$ cat config.mk
export PLATFORM = sky130hd
export DESIGN_NAME = crt_train_seq
export DESIGN_NICKNAME = d
export VERILOG_FILES = /design/src/rtl/crt_pkg.sv /design/src/rtl/crt_datapath.sv /design/src/rtl/crt_ctrl.sv /design/src/rtl/crt_train_seq.sv
export SDC_FILE = /design/constraint.sdc
export NUM_CORES = 1
export LEC_CHECK = 0
export BUFFER_PORTS_ARGS = -buffer_cell sky130_fd_sc_hd__buf_2
export CAP_MARGIN = 25
export CORE_UTILIZATION = 40
export CTS_CLUSTER_DIAMETER = 30
export DETAILED_ROUTE_END_ITERATION = 10
export PLACE_DENSITY = 0.66
export REMOVE_ABC_BUFFERS = 1
export SYNTH_ARGS = -nofsm -noshare
export SYNTH_HDL_FRONTEND = slang
export SYNTH_SLANG_ARGS = --single-unit
$ cat constraint.sdc
create_clock -name clk -period 3.7 [get_ports clk]
set_input_delay 0.555 -clock clk [delete_from_list [all_inputs] [get_ports clk]]
set_output_delay 0.555 -clock clk [all_outputs]
set_load 0.02 [all_outputs]
$ cat src/rtl/crt_pkg.sv
package crt_pkg;
  localparam int ADDR_W     = 12;
  localparam int STAT_BYTES = 6;

  localparam logic [ADDR_W-1:0] A_LINK_CFG = 12'h100;
  localparam logic [ADDR_W-1:0] A_PATTERN  = 12'h102;
  localparam logic [ADDR_W-1:0] A_LANE_SET = 12'h103;
  localparam logic [ADDR_W-1:0] A_CODING   = 12'h107;
  localparam logic [ADDR_W-1:0] A_RATE_SEL = 12'h115;
  localparam logic [ADDR_W-1:0] A_STATUS   = 12'h202;

  localparam logic [7:0] PAT1_NOSCR   = 8'h21;
  localparam logic [7:0] ENH_FRAME    = 8'h80;
  localparam logic [7:0] CODING_8B10B = 8'h01;

  localparam int MAXSW_BIT = 2;
  localparam int LOCK_BIT  = 0;

  typedef enum logic [2:0] {
    OP_NONE, OP_CFG, OP_RSEL, OP_CODE, OP_PAT, OP_STAT, OP_LANE
  } reqOp_e;

  typedef struct packed {
    logic   latchCfg;
    logic   clrTrain;
    logic   loadTrain;
    logic   initCnt;
    logic   updCnt;
    logic   loadDelay;
    logic   runDelay;
    logic   captStatus;
    reqOp_e op;
  } ctrlStrobe_t;
endpackage

$ cat src/rtl/crt_datapath.sv
module crt_datapath
  import crt_pkg::*;
#(
  parameter int LANES       = 4,
  parameter int DLY_W       = 16,
  parameter int TRY_LIMIT   = 5,
  parameter int MAXSW_LIMIT = 1,
  localparam int LC_W   = $clog2(LANES + 1),
  localparam int WD_W   = (LANES + 1) * 8,
  localparam int STAT_W = STAT_BYTES * 8,
  localparam int LEN_MAX = (LANES + 1 > STAT_BYTES) ? LANES + 1 : STAT_BYTES,
  localparam int LEN_W  = $clog2(LEN_MAX + 1),
  localparam int TRY_W  = $clog2(TRY_LIMIT + 1),
  localparam int MSW_W  = $clog2(MAXSW_LIMIT + 1)
) (
  input  logic              clk,
  input  logic              rst_n,
  input  ctrlStrobe_t       stb,
  input  logic [7:0]        rateCode,
  input  logic [LC_W-1:0]   laneCount,
  input  logic              enhCap,
  input  logic [7:0]        rateSelIdx,
  input  logic [DLY_W-1:0]  delayCycles,
  input  logic [STAT_W-1:0] regRdata,
  input  logic [LANES*8-1:0] mergedSet,
  output logic [ADDR_W-1:0] reqAddr,
  output logic [LEN_W-1:0]  reqLen,
  output logic [WD_W-1:0]   reqData,
  output logic [STAT_W-1:0] statusReg,
  output logic              rateIsZero,
  output logic              delayDone,
  output logic              crOk,
  output logic              sameLimit,
  output logic              swingLimit
);
  logic [7:0]       cfgRate, cfgRsel;
  logic [LC_W-1:0]  cfgLanes;
  logic             cfgEnh;
  logic [DLY_W-1:0] cfgDelay, delayCnt;
  logic [7:0]       trainSet [LANES];
  logic [1:0]       prevSwing;
  logic [TRY_W-1:0] sameCnt;
  logic [MSW_W-1:0] maxCnt;
  logic [LANES-1:0] laneActive, laneLock, laneMax;
  logic [LANES*8-1:0] laneBytes;

  // configuration capture at start
  always_ff @(posedge clk or negedge rst_n) begin
    if (!rst_n) begin
      cfgRate  <= '0;
      cfgRsel  <= '0;
      cfgLanes <= '0;
      cfgEnh   <= 1'b0;
      cfgDelay <= '0;
    end else if (stb.latchCfg) begin
      cfgRate  <= rateCode;
      cfgRsel  <= rateSelIdx;
      cfgLanes <= laneCount;
      cfgEnh   <= enhCap;
      cfgDelay <= delayCycles;
    end
  end

  // per-lane decode and drive bytes
  for (genvar l = 0; l < LANES; l++) begin : g_lane
    assign laneActive[l] = (LC_W'(l) < cfgLanes);
    assign laneLock[l]   = statusReg[(l / 2) * 8 + (l % 2) * 4 + LOCK_BIT];
    assign laneMax[l]    = trainSet[l][MAXSW_BIT];
    assign laneBytes[l*8 +: 8] = laneActive[l] ? trainSet[l] : 8'h00;

    always_ff @(posedge clk or negedge rst_n) begin
      if (!rst_n)             trainSet[l] <= 8'h00;
      else if (stb.clrTrain)  trainSet[l] <= 8'h00;
      else if (stb.loadTrain) trainSet[l] <= mergedSet[l*8 +: 8];
    end
  end

  assign crOk       = &(~laneActive | laneLock);
  assign rateIsZero = (cfgRate == 8'h00);

  // status capture
  always_ff @(posedge clk or negedge rst_n) begin
    if (!rst_n)              statusReg <= '0;
    else if (stb.captStatus) statusReg <= regRdata;
  end

  // previous lane-0 swing, taken just before new settings load
  always_ff @(posedge clk or negedge rst_n) begin
    if (!rst_n)             prevSwing <= 2'd0;
    else if (stb.clrTrain)  prevSwing <= 2'd0;
    else if (stb.loadTrain) prevSwing <= trainSet[0][1:0];
  end

  // exit counters
  always_ff @(posedge clk or negedge rst_n) begin
    if (!rst_n) begin
      sameCnt <= TRY_W'(1);
      maxCnt  <= '0;
    end else if (stb.initCnt) begin
      sameCnt <= TRY_W'(1);
      maxCnt  <= '0;
    end else if (stb.updCnt) begin
      if (trainSet[0][1:0] == prevSwing) sameCnt <= sameCnt + TRY_W'(1);
      else                               sameCnt <= TRY_W'(1);
      if (&(~laneActive | laneMax))      maxCnt <= maxCnt + MSW_W'(1);
    end
  end

  assign sameLimit  = (sameCnt >= TRY_W'(TRY_LIMIT));
  assign swingLimit = (maxCnt >= MSW_W'(MAXSW_LIMIT));

  // wait down-counter
  always_ff @(posedge clk or negedge rst_n) begin
    if (!rst_n)                                 delayCnt <= '0;
    else if (stb.loadDelay)                     delayCnt <= cfgDelay;
    else if (stb.runDelay && delayCnt != '0)    delayCnt <= delayCnt - DLY_W'(1);
  end
  assign delayDone = (delayCnt == '0);

  // request field formation
  always_comb begin
    reqAddr = '0;
    reqLen  = '0;
    reqData = '0;
    unique case (stb.op)
      OP_CFG: begin
        reqAddr        = A_LINK_CFG;
        reqLen         = LEN_W'(2);
        reqData[7:0]   = cfgRate;
        reqData[15:8]  = 8'(cfgLanes) | (cfgEnh ? ENH_FRAME : 8'h00);
      end
      OP_RSEL: begin
        reqAddr      = A_RATE_SEL;
        reqLen       = LEN_W'(1);
        reqData[7:0] = cfgRsel;
      end
      OP_CODE: begin
        reqAddr       = A_CODING;
        reqLen        = LEN_W'(2);
        reqData[15:8] = CODING_8B10B;
      end
      OP_PAT: begin
        reqAddr           = A_PATTERN;
        reqLen            = LEN_W'(cfgLanes) + LEN_W'(1);
        reqData[7:0]      = PAT1_NOSCR;
        reqData[WD_W-1:8] = laneBytes;
      end
      OP_STAT: begin
        reqAddr = A_STATUS;
        reqLen  = LEN_W'(STAT_BYTES);
      end
      OP_LANE: begin
        reqAddr               = A_LANE_SET;
        reqLen                = LEN_W'(cfgLanes);
        reqData[LANES*8-1:0]  = laneBytes;
      end
      default: ;
    endcase
  end

  // same-swing counter never passes its limit
  a_r6_same_bounded: assert property (@(posedge clk) disable iff (!rst_n)
    sameCnt <= TRY_W'(TRY_LIMIT));
  // max-swing counter never passes its limit
  a_r7_max_bounded: assert property (@(posedge clk) disable iff (!rst_n)
    maxCnt <= MSW_W'(MAXSW_LIMIT));
  // counters start fresh when the loop begins
  a_r6_init: assert property (@(posedge clk) disable iff (!rst_n)
    stb.initCnt |=> (sameCnt == TRY_W'(1)) && (maxCnt == '0));
  // the wait counter steps down by one while waiting
  a_r4_count_down: assert property (@(posedge clk) disable iff (!rst_n)
    (stb.runDelay && !stb.loadDelay && delayCnt != '0) |=>
      delayCnt == $past(delayCnt) - DLY_W'(1));
endmodule

$ cat src/rtl/crt_ctrl.sv
module crt_ctrl
  import crt_pkg::*;
(
  input  logic        clk,
  input  logic        rst_n,
  input  logic        start,
  input  logic        regDone,
  input  logic        regErr,
  input  logic        rateIsZero,
  input  logic        delayDone,
  input  logic        crOk,
  input  logic        sameLimit,
  input  logic        swingLimit,
  output ctrlStrobe_t stb,
  output logic        busy,
  output logic        trainDone,
  output logic        trainPass
);
  typedef enum logic [3:0] {
    S_IDLE, S_CFG, S_RSEL, S_CODE, S_PAT, S_WAIT, S_READ, S_EVAL, S_ADJ, S_PASS, S_FAIL
  } state_e;

  state_e state, nextState;

  always_ff @(posedge clk or negedge rst_n) begin
    if (!rst_n) state <= S_IDLE;
    else        state <= nextState;
  end

  always_comb begin
    stb       = '0;
    stb.op    = OP_NONE;
    nextState = state;
    unique case (state)
      S_IDLE, S_PASS, S_FAIL: begin
        if (start) begin
          stb.latchCfg = 1'b1;
          stb.clrTrain = 1'b1;
          nextState    = S_CFG;
        end
      end
      S_CFG: begin
        stb.op = OP_CFG;
        if (regErr)       nextState = S_FAIL;
        else if (regDone) nextState = rateIsZero ? S_RSEL : S_CODE;
      end
      S_RSEL: begin
        stb.op = OP_RSEL;
        if (regErr)       nextState = S_FAIL;
        else if (regDone) nextState = S_CODE;
      end
      S_CODE: begin
        stb.op = OP_CODE;
        if (regErr)       nextState = S_FAIL;
        else if (regDone) nextState = S_PAT;
      end
      S_PAT: begin
        stb.op = OP_PAT;
        if (regErr) nextState = S_FAIL;
        else if (regDone) begin
          stb.initCnt   = 1'b1;
          stb.loadDelay = 1'b1;
          nextState     = S_WAIT;
        end
      end
      S_WAIT: begin
        stb.runDelay = 1'b1;
        if (delayDone) nextState = S_READ;
      end
      S_READ: begin
        stb.op = OP_STAT;
        if (regErr) nextState = S_FAIL;
        else if (regDone) begin
          stb.captStatus = 1'b1;
          nextState      = S_EVAL;
        end
      end
      S_EVAL: begin
        if (crOk)                        nextState = S_PASS;
        else if (sameLimit || swingLimit) nextState = S_FAIL;
        else begin
          stb.loadTrain = 1'b1;
          nextState     = S_ADJ;
        end
      end
      S_ADJ: begin
        stb.op = OP_LANE;
        if (regErr) nextState = S_FAIL;
        else if (regDone) begin
          stb.updCnt    = 1'b1;
          stb.loadDelay = 1'b1;
          nextState     = S_WAIT;
        end
      end
      default: nextState = S_IDLE;
    endcase
  end

  assign trainDone = (state == S_PASS) || (state == S_FAIL);
  assign trainPass = (state == S_PASS);
  assign busy      = !trainDone && (state != S_IDLE);

  // an errored transaction ends the phase with fail
  a_r9_err_fails: assert property (@(posedge clk) disable iff (!rst_n)
    (stb.op != OP_NONE && regErr) |=> trainDone && !trainPass);
  // a pass is only entered from a lock check that saw lock
  a_r5_pass_needs_lock: assert property (@(posedge clk) disable iff (!rst_n)
    $rose(trainPass) |-> $past(crOk) && $past(state == S_EVAL));
  // busy rises one cycle after an accepted start
  a_r11_start_busy: assert property (@(posedge clk) disable iff (!rst_n)
    (start && !busy) |=> busy);
endmodule

$ cat src/rtl/crt_train_seq.sv
module crt_train_seq
  import crt_pkg::*;
#(
  parameter int LANES       = 4,
  parameter int DLY_W       = 16,
  parameter int TRY_LIMIT   = 5,
  parameter int MAXSW_LIMIT = 1,
  localparam int LC_W    = $clog2(LANES + 1),
  localparam int WD_W    = (LANES + 1) * 8,
  localparam int STAT_W  = STAT_BYTES * 8,
  localparam int LEN_MAX = (LANES + 1 > STAT_BYTES) ? LANES + 1 : STAT_BYTES,
  localparam int LEN_W   = $clog2(LEN_MAX + 1)
) (
  input  logic               clk,
  input  logic               rst_n,
  input  logic               start,
  input  logic [7:0]         rateCode,
  input  logic [LC_W-1:0]    laneCount,
  input  logic               enhCap,
  input  logic [7:0]         rateSelIdx,
  input  logic [DLY_W-1:0]   delayCycles,
  output logic               regReq,
  output logic               regWrite,
  output logic [ADDR_W-1:0]  regAddr,
  output logic [LEN_W-1:0]   regLen,
  output logic [WD_W-1:0]    regWdata,
  input  logic               regDone,
  input  logic               regErr,
  input  logic [STAT_W-1:0]  regRdata,
  output logic [STAT_W-1:0]  linkStatus,
  input  logic [LANES*8-1:0] mergedSet,
  output logic               busy,
  output logic               trainDone,
  output logic               trainPass
);
  ctrlStrobe_t stb;
  logic rateIsZero, delayDone, crOk, sameLimit, swingLimit;

  crt_ctrl i_ctrl (
    .clk, .rst_n, .start, .regDone, .regErr, .rateIsZero, .delayDone,
    .crOk, .sameLimit, .swingLimit, .stb, .busy, .trainDone, .trainPass
  );

  crt_datapath #(
    .LANES(LANES), .DLY_W(DLY_W), .TRY_LIMIT(TRY_LIMIT), .MAXSW_LIMIT(MAXSW_LIMIT)
  ) i_dp (
    .clk, .rst_n, .stb, .rateCode, .laneCount, .enhCap, .rateSelIdx, .delayCycles,
    .regRdata, .mergedSet,
    .reqAddr(regAddr), .reqLen(regLen), .reqData(regWdata), .statusReg(linkStatus),
    .rateIsZero, .delayDone, .crOk, .sameLimit, .swingLimit
  );

  assign regReq   = (stb.op != OP_NONE);
  assign regWrite = (stb.op != OP_STAT) && regReq;

  // an unanswered request holds its fields
  a_r10_req_hold: assert property (@(posedge clk) disable iff (!rst_n)
    (regReq && !regDone && !regErr) |=>
      regReq && $stable(regAddr) && $stable(regWdata) && $stable(regLen));
  // idle after reset means no request
  a_r10_idle_quiet: assert property (@(posedge clk) disable iff (!rst_n)
    (!busy) |-> !regReq);
endmodule

==> metrics.md <==
| Metric | Value |
|---|---|
| Clock slew seen by the registers of the worst setup and hold paths | `0.06 ns` |
| Die height | `132 µm` |
| Crit path cell chain | `nor2_1, nand2_1, nor2_1, a222oi_1, inv_1, buf_2` |
| Crit path to | `regWdata[2]` |
| Yosys reg bits | `142` |
| TritonCTS Buffers | `17` |
| Wire per inst | `18.7 µm` |
| Finished Layout Cells | `1018` |
| CP top delay family | `simple AND/OR/NAND/NOR gates` |
| Largest cells by area after synthesis | `dfrtp_1 53%, mux2_1 8.4%, a22o_1 7.0%` |
| Crit-path most repeated cell | `nor2_1` |
| Post-synth EDFFs | `0` |
| Area fraction of the dominant cell type after synthesis | `52.6%` |
| Crit-path max cell delay | `0.63 ns` |
| Initial antenna violation count | `0` |
| Vias in the first global route | `5871` |
| R2R setup slack | `1.11 ns` |
| Vias per cell | `5.56` |
| Setup tns final | `0 ns` |
| Power Internal | `4.16 mW` |
| Post-Synthesis Cells | `574` |
| Antenna-violating nets left | `0` |
| Mapped Avg Cell Area | `11.7 µm²` |
| WS Path Type | `flop to primary output` |
| Min Tclk post-route | `3.40 ns` |
| Final setup viols | `0` |
| NumNets Final | `914` |
| Leak | `4.43 nW` |
| First-pass GRT wire length | `30.5 mm` |
| Net Switching | `2.76 mW` |
| Pin count of the biggest net entering global routing | `101` |
| Final hold violations | `0` |
| Total power | `6.92 mW` |
| Worst Tran Pin Value | `0.913 ns` |
| Initial core utilization | `41.6%` |
| Rows | `46` |
| Post-route setup slack | `0.301 ns` |
| Sequential share of the synthesized area | `53.0%` |
| RSZ-0062 raised after global routing | `false` |
| Worst reg2reg path depth | `7` |
| Pwr Density | `806 nW/µm²` |
| Critical R2R Capture | `i_dp.trainSet[4]` |
| Fin util | `53.3%` |
| Fmax | `294 MHz` |
| Vias | `5657` |
| Die Width | `132 µm` |
| Met3 Wirelength | `1.40 mm` |
| Post-route DRC | `0` |
| Status | `completed` |
| CTS tree | `built` |
| Critical path data arrival time | `2.84 ns` |
| DP Cell Count | `986` |
| Clock tree buffer depth | `2` |
| Buffer and inverter count on the worst path | `2` |
| VDD IR max | `0.385 mV` |
| Mapped Area | `6710 µm²` |
| Die area | `17300 µm²` |
| Met2 wire length | `9.17 mm` |
| CP startpoint | `i_ctrl.state[0]` |
| Final GP Congestion | `0.893` |
| Root Buffer | `clkbuf_16` |
| Layout cells sized above 1 | `38.2%` |
| CP endpoint kind | `primary output` |
| Distinct cell type count after synthesis | `63` |
| TritonRoute pass-1 iters | `5` |
| Async set or reset register ratio after synthesis | `100%` |
| Max-slew violation count | `0` |
| Worst Clk Skew | `0.0211 ns` |
| Most frequent cells in the layout | `221 x buf_2, 141 x dfrtp_1, 54 x a22o_1` |
| Worst-Skew Late Latency | `0.43 ns` |
| Fin crit share | `91.9%` |
| Top_reg_cell synth | `dfrtp_1` |
| Post-cts resize count | `0` |
| Syn. warnings | `0` |
| # diodes | `0` |
| Hold_buf cts | `0` |
| Critical R2R Launch | `i_ctrl.state[2]` |
| WP depth | `6` |
| Htree depth | `4` |
| Switching share of total power | `39.9%` |
| IO buf count | `222` |
| Worst hold path class | `input port to asynchronous set/reset pin` |
| Worst slack at placement | `0.849 ns` |
| GRT overflow | `0` |
| Combinational Power Share | `36.2%` |
| Num Clock Sinks | `142` |
| Fill cells | `1447` |
| Worst Setup Start Kind | `flop` |
| Synth area leader | `dfrtp_1` |
| Initial DRC count | `355` |
| I/O pin total | `229` |
| Required time of the critical path | `3.14 ns` |
| Commonest non-fill, non-tap cell in the layout | `buf_2` |
| Crit path max fanout | `24` |
| Layout area overhead | `28.0%` |
| Max Cap Viol | `0` |
| Placed wire-length estimate | `13.8 mm` |
| Slew HR | `39.1%` |
| WL met1 | `8.12 mm` |
| Slowest-stage cell, CP | `dfrtp_1` |
| Total track usage | `22.5%` |
| Clock share of power | `24.7%` |
| Uppermost layer routed | `met4` |
| Core Area | `16100 µm²` |
| Sequential Power Share | `39.1%` |
| WL final | `19.0 mm` |
| Setup Fix Bufs, Post-CTS | `0` |
logic make-up (layout without fill, tap and decap cells):
logic type | after synthesis | count (layout) | share of synthesized area (%)
AO/OA/AOI/OAI | 135 | 135 | 15.7
XOR/XNOR | 7 | 7 | 0.914
adder cells (fa/ha/maj) | 4 | 4 | 0.746
buffers and inverters | 56 | 279 | 3.88
flip-flops | 142 | 142 | 53.0
multiplexers | 87 | 87 | 14.7
other | 1 | 6 | 0.0559
AND/OR/NAND/NOR | 142 | 142 | 11.0
metal layers:
layer,track usage [%],up-vias
met2,36.4,268
met5,0,-
met3,6.29,31
met1,28.5,2804
li1,-,2554
met4,8.53,0
cell usage after synthesis (9+ instances only):
cell / count
nor3_1: 9
a222oi_1: 9
nor2_1: 30
o21ai_0: 14
nand3_1: 10
a21oi_1: 13
dfrtp_1: 141
clkbuf_1: 14
mux2_2: 34
inv_1: 18
a22o_1: 54
nand2_1: 38
and3_1: 10
buf_2: 13
mux2_1: 50
worst reg2reg max path: stages (launching register included):
cell,delay [ns]
dfrtp_1,0.62
nor2b_1,0.42
nand3_1,0.25
a211oi_4,0.23
buf_4,0.39
nor2b_2,0.07
buf_4,0.25
a22o_1,0.25
stage by stage:
| stage | hold slack [ns] | instance area [µm²] |
|---|---|---|
| finish | 0.221 | 8590 |
| global route | 0.291 | 8590 |
| CTS | 0.277 | 8590 |
| detailed placement | 0.475 | 8000 |
| global placement | 0.468 | 7980 |
| floorplan | 0.259 | 6540 |
flip-flops by register name, indices dropped and copies added, names as in the netlist:
register and flops:
i_dp.laneMax 4, i_dp.cfgDelay 16, i_dp.maxCnt 1, i_dp.delayCnt 16, i_dp.sameCnt 3, i_dp.statusReg 48
i_ctrl.state 4, i_dp.cfgRate 8, i_dp.prevSwing 2, i_dp.trainSet 28, i_dp.cfgRsel 8, i_dp.cfgLanes 3
i_dp.cfgEnh 1
layout make-up:
| class | instances | area (µm²) | area share, % |
|---|---|---|---|
| Clock buffer | 19 | 433 | 5.04 |
| Clock inverter | 13 | 151 | 1.76 |
| Inverter | 18 | 67.6 | 0.787 |
| Multi-Input combinational cell | 381 | 2930 | 34.1 |
| Sequential cell | 142 | 3550 | 41.4 |
| Tap cell | 216 | 270 | 3.15 |
| Timing Repair Buffer | 229 | 1180 | 13.8 |
power groups by stage:
| stage | logic (mW) | registers [mW] | clock network, mW |
|---|---|---|---|
| after floorplan | 1.58 | 2.66 | 0 |
| after CTS | 2.52 | 2.70 | 1.74 |
| after detailed placement | 2.51 | 2.71 | 0 |
| final | 2.51 | 2.71 | 1.71 |
| after global placement | 2.44 | 2.69 | 0 |
| after global routing | 2.71 | 2.79 | 1.81 |
how the worst min path moves through the flow:
stage | depth (start not counted) | slack (ns) | endpoint | startpoint
2_1_floorplan | 0 | 0.26 | i_ctrl.state[0] | rst_n
3_5_place_dp | 1 | 0.48 | i_dp.statusReg[46] | i_dp.statusReg[46]
4_1_cts | 1 | 0.28 | i_dp.statusReg[5] | rst_n
6_report | 1 | 0.22 | i_dp.statusReg[5] | rst_n
5_1_grt | 1 | 0.29 | i_dp.statusReg[23] | rst_n
3_3_place_gp | 1 | 0.47 | i_dp.statusReg[31] | i_dp.statusReg[31]
Power figures use the tool's default switching activity.
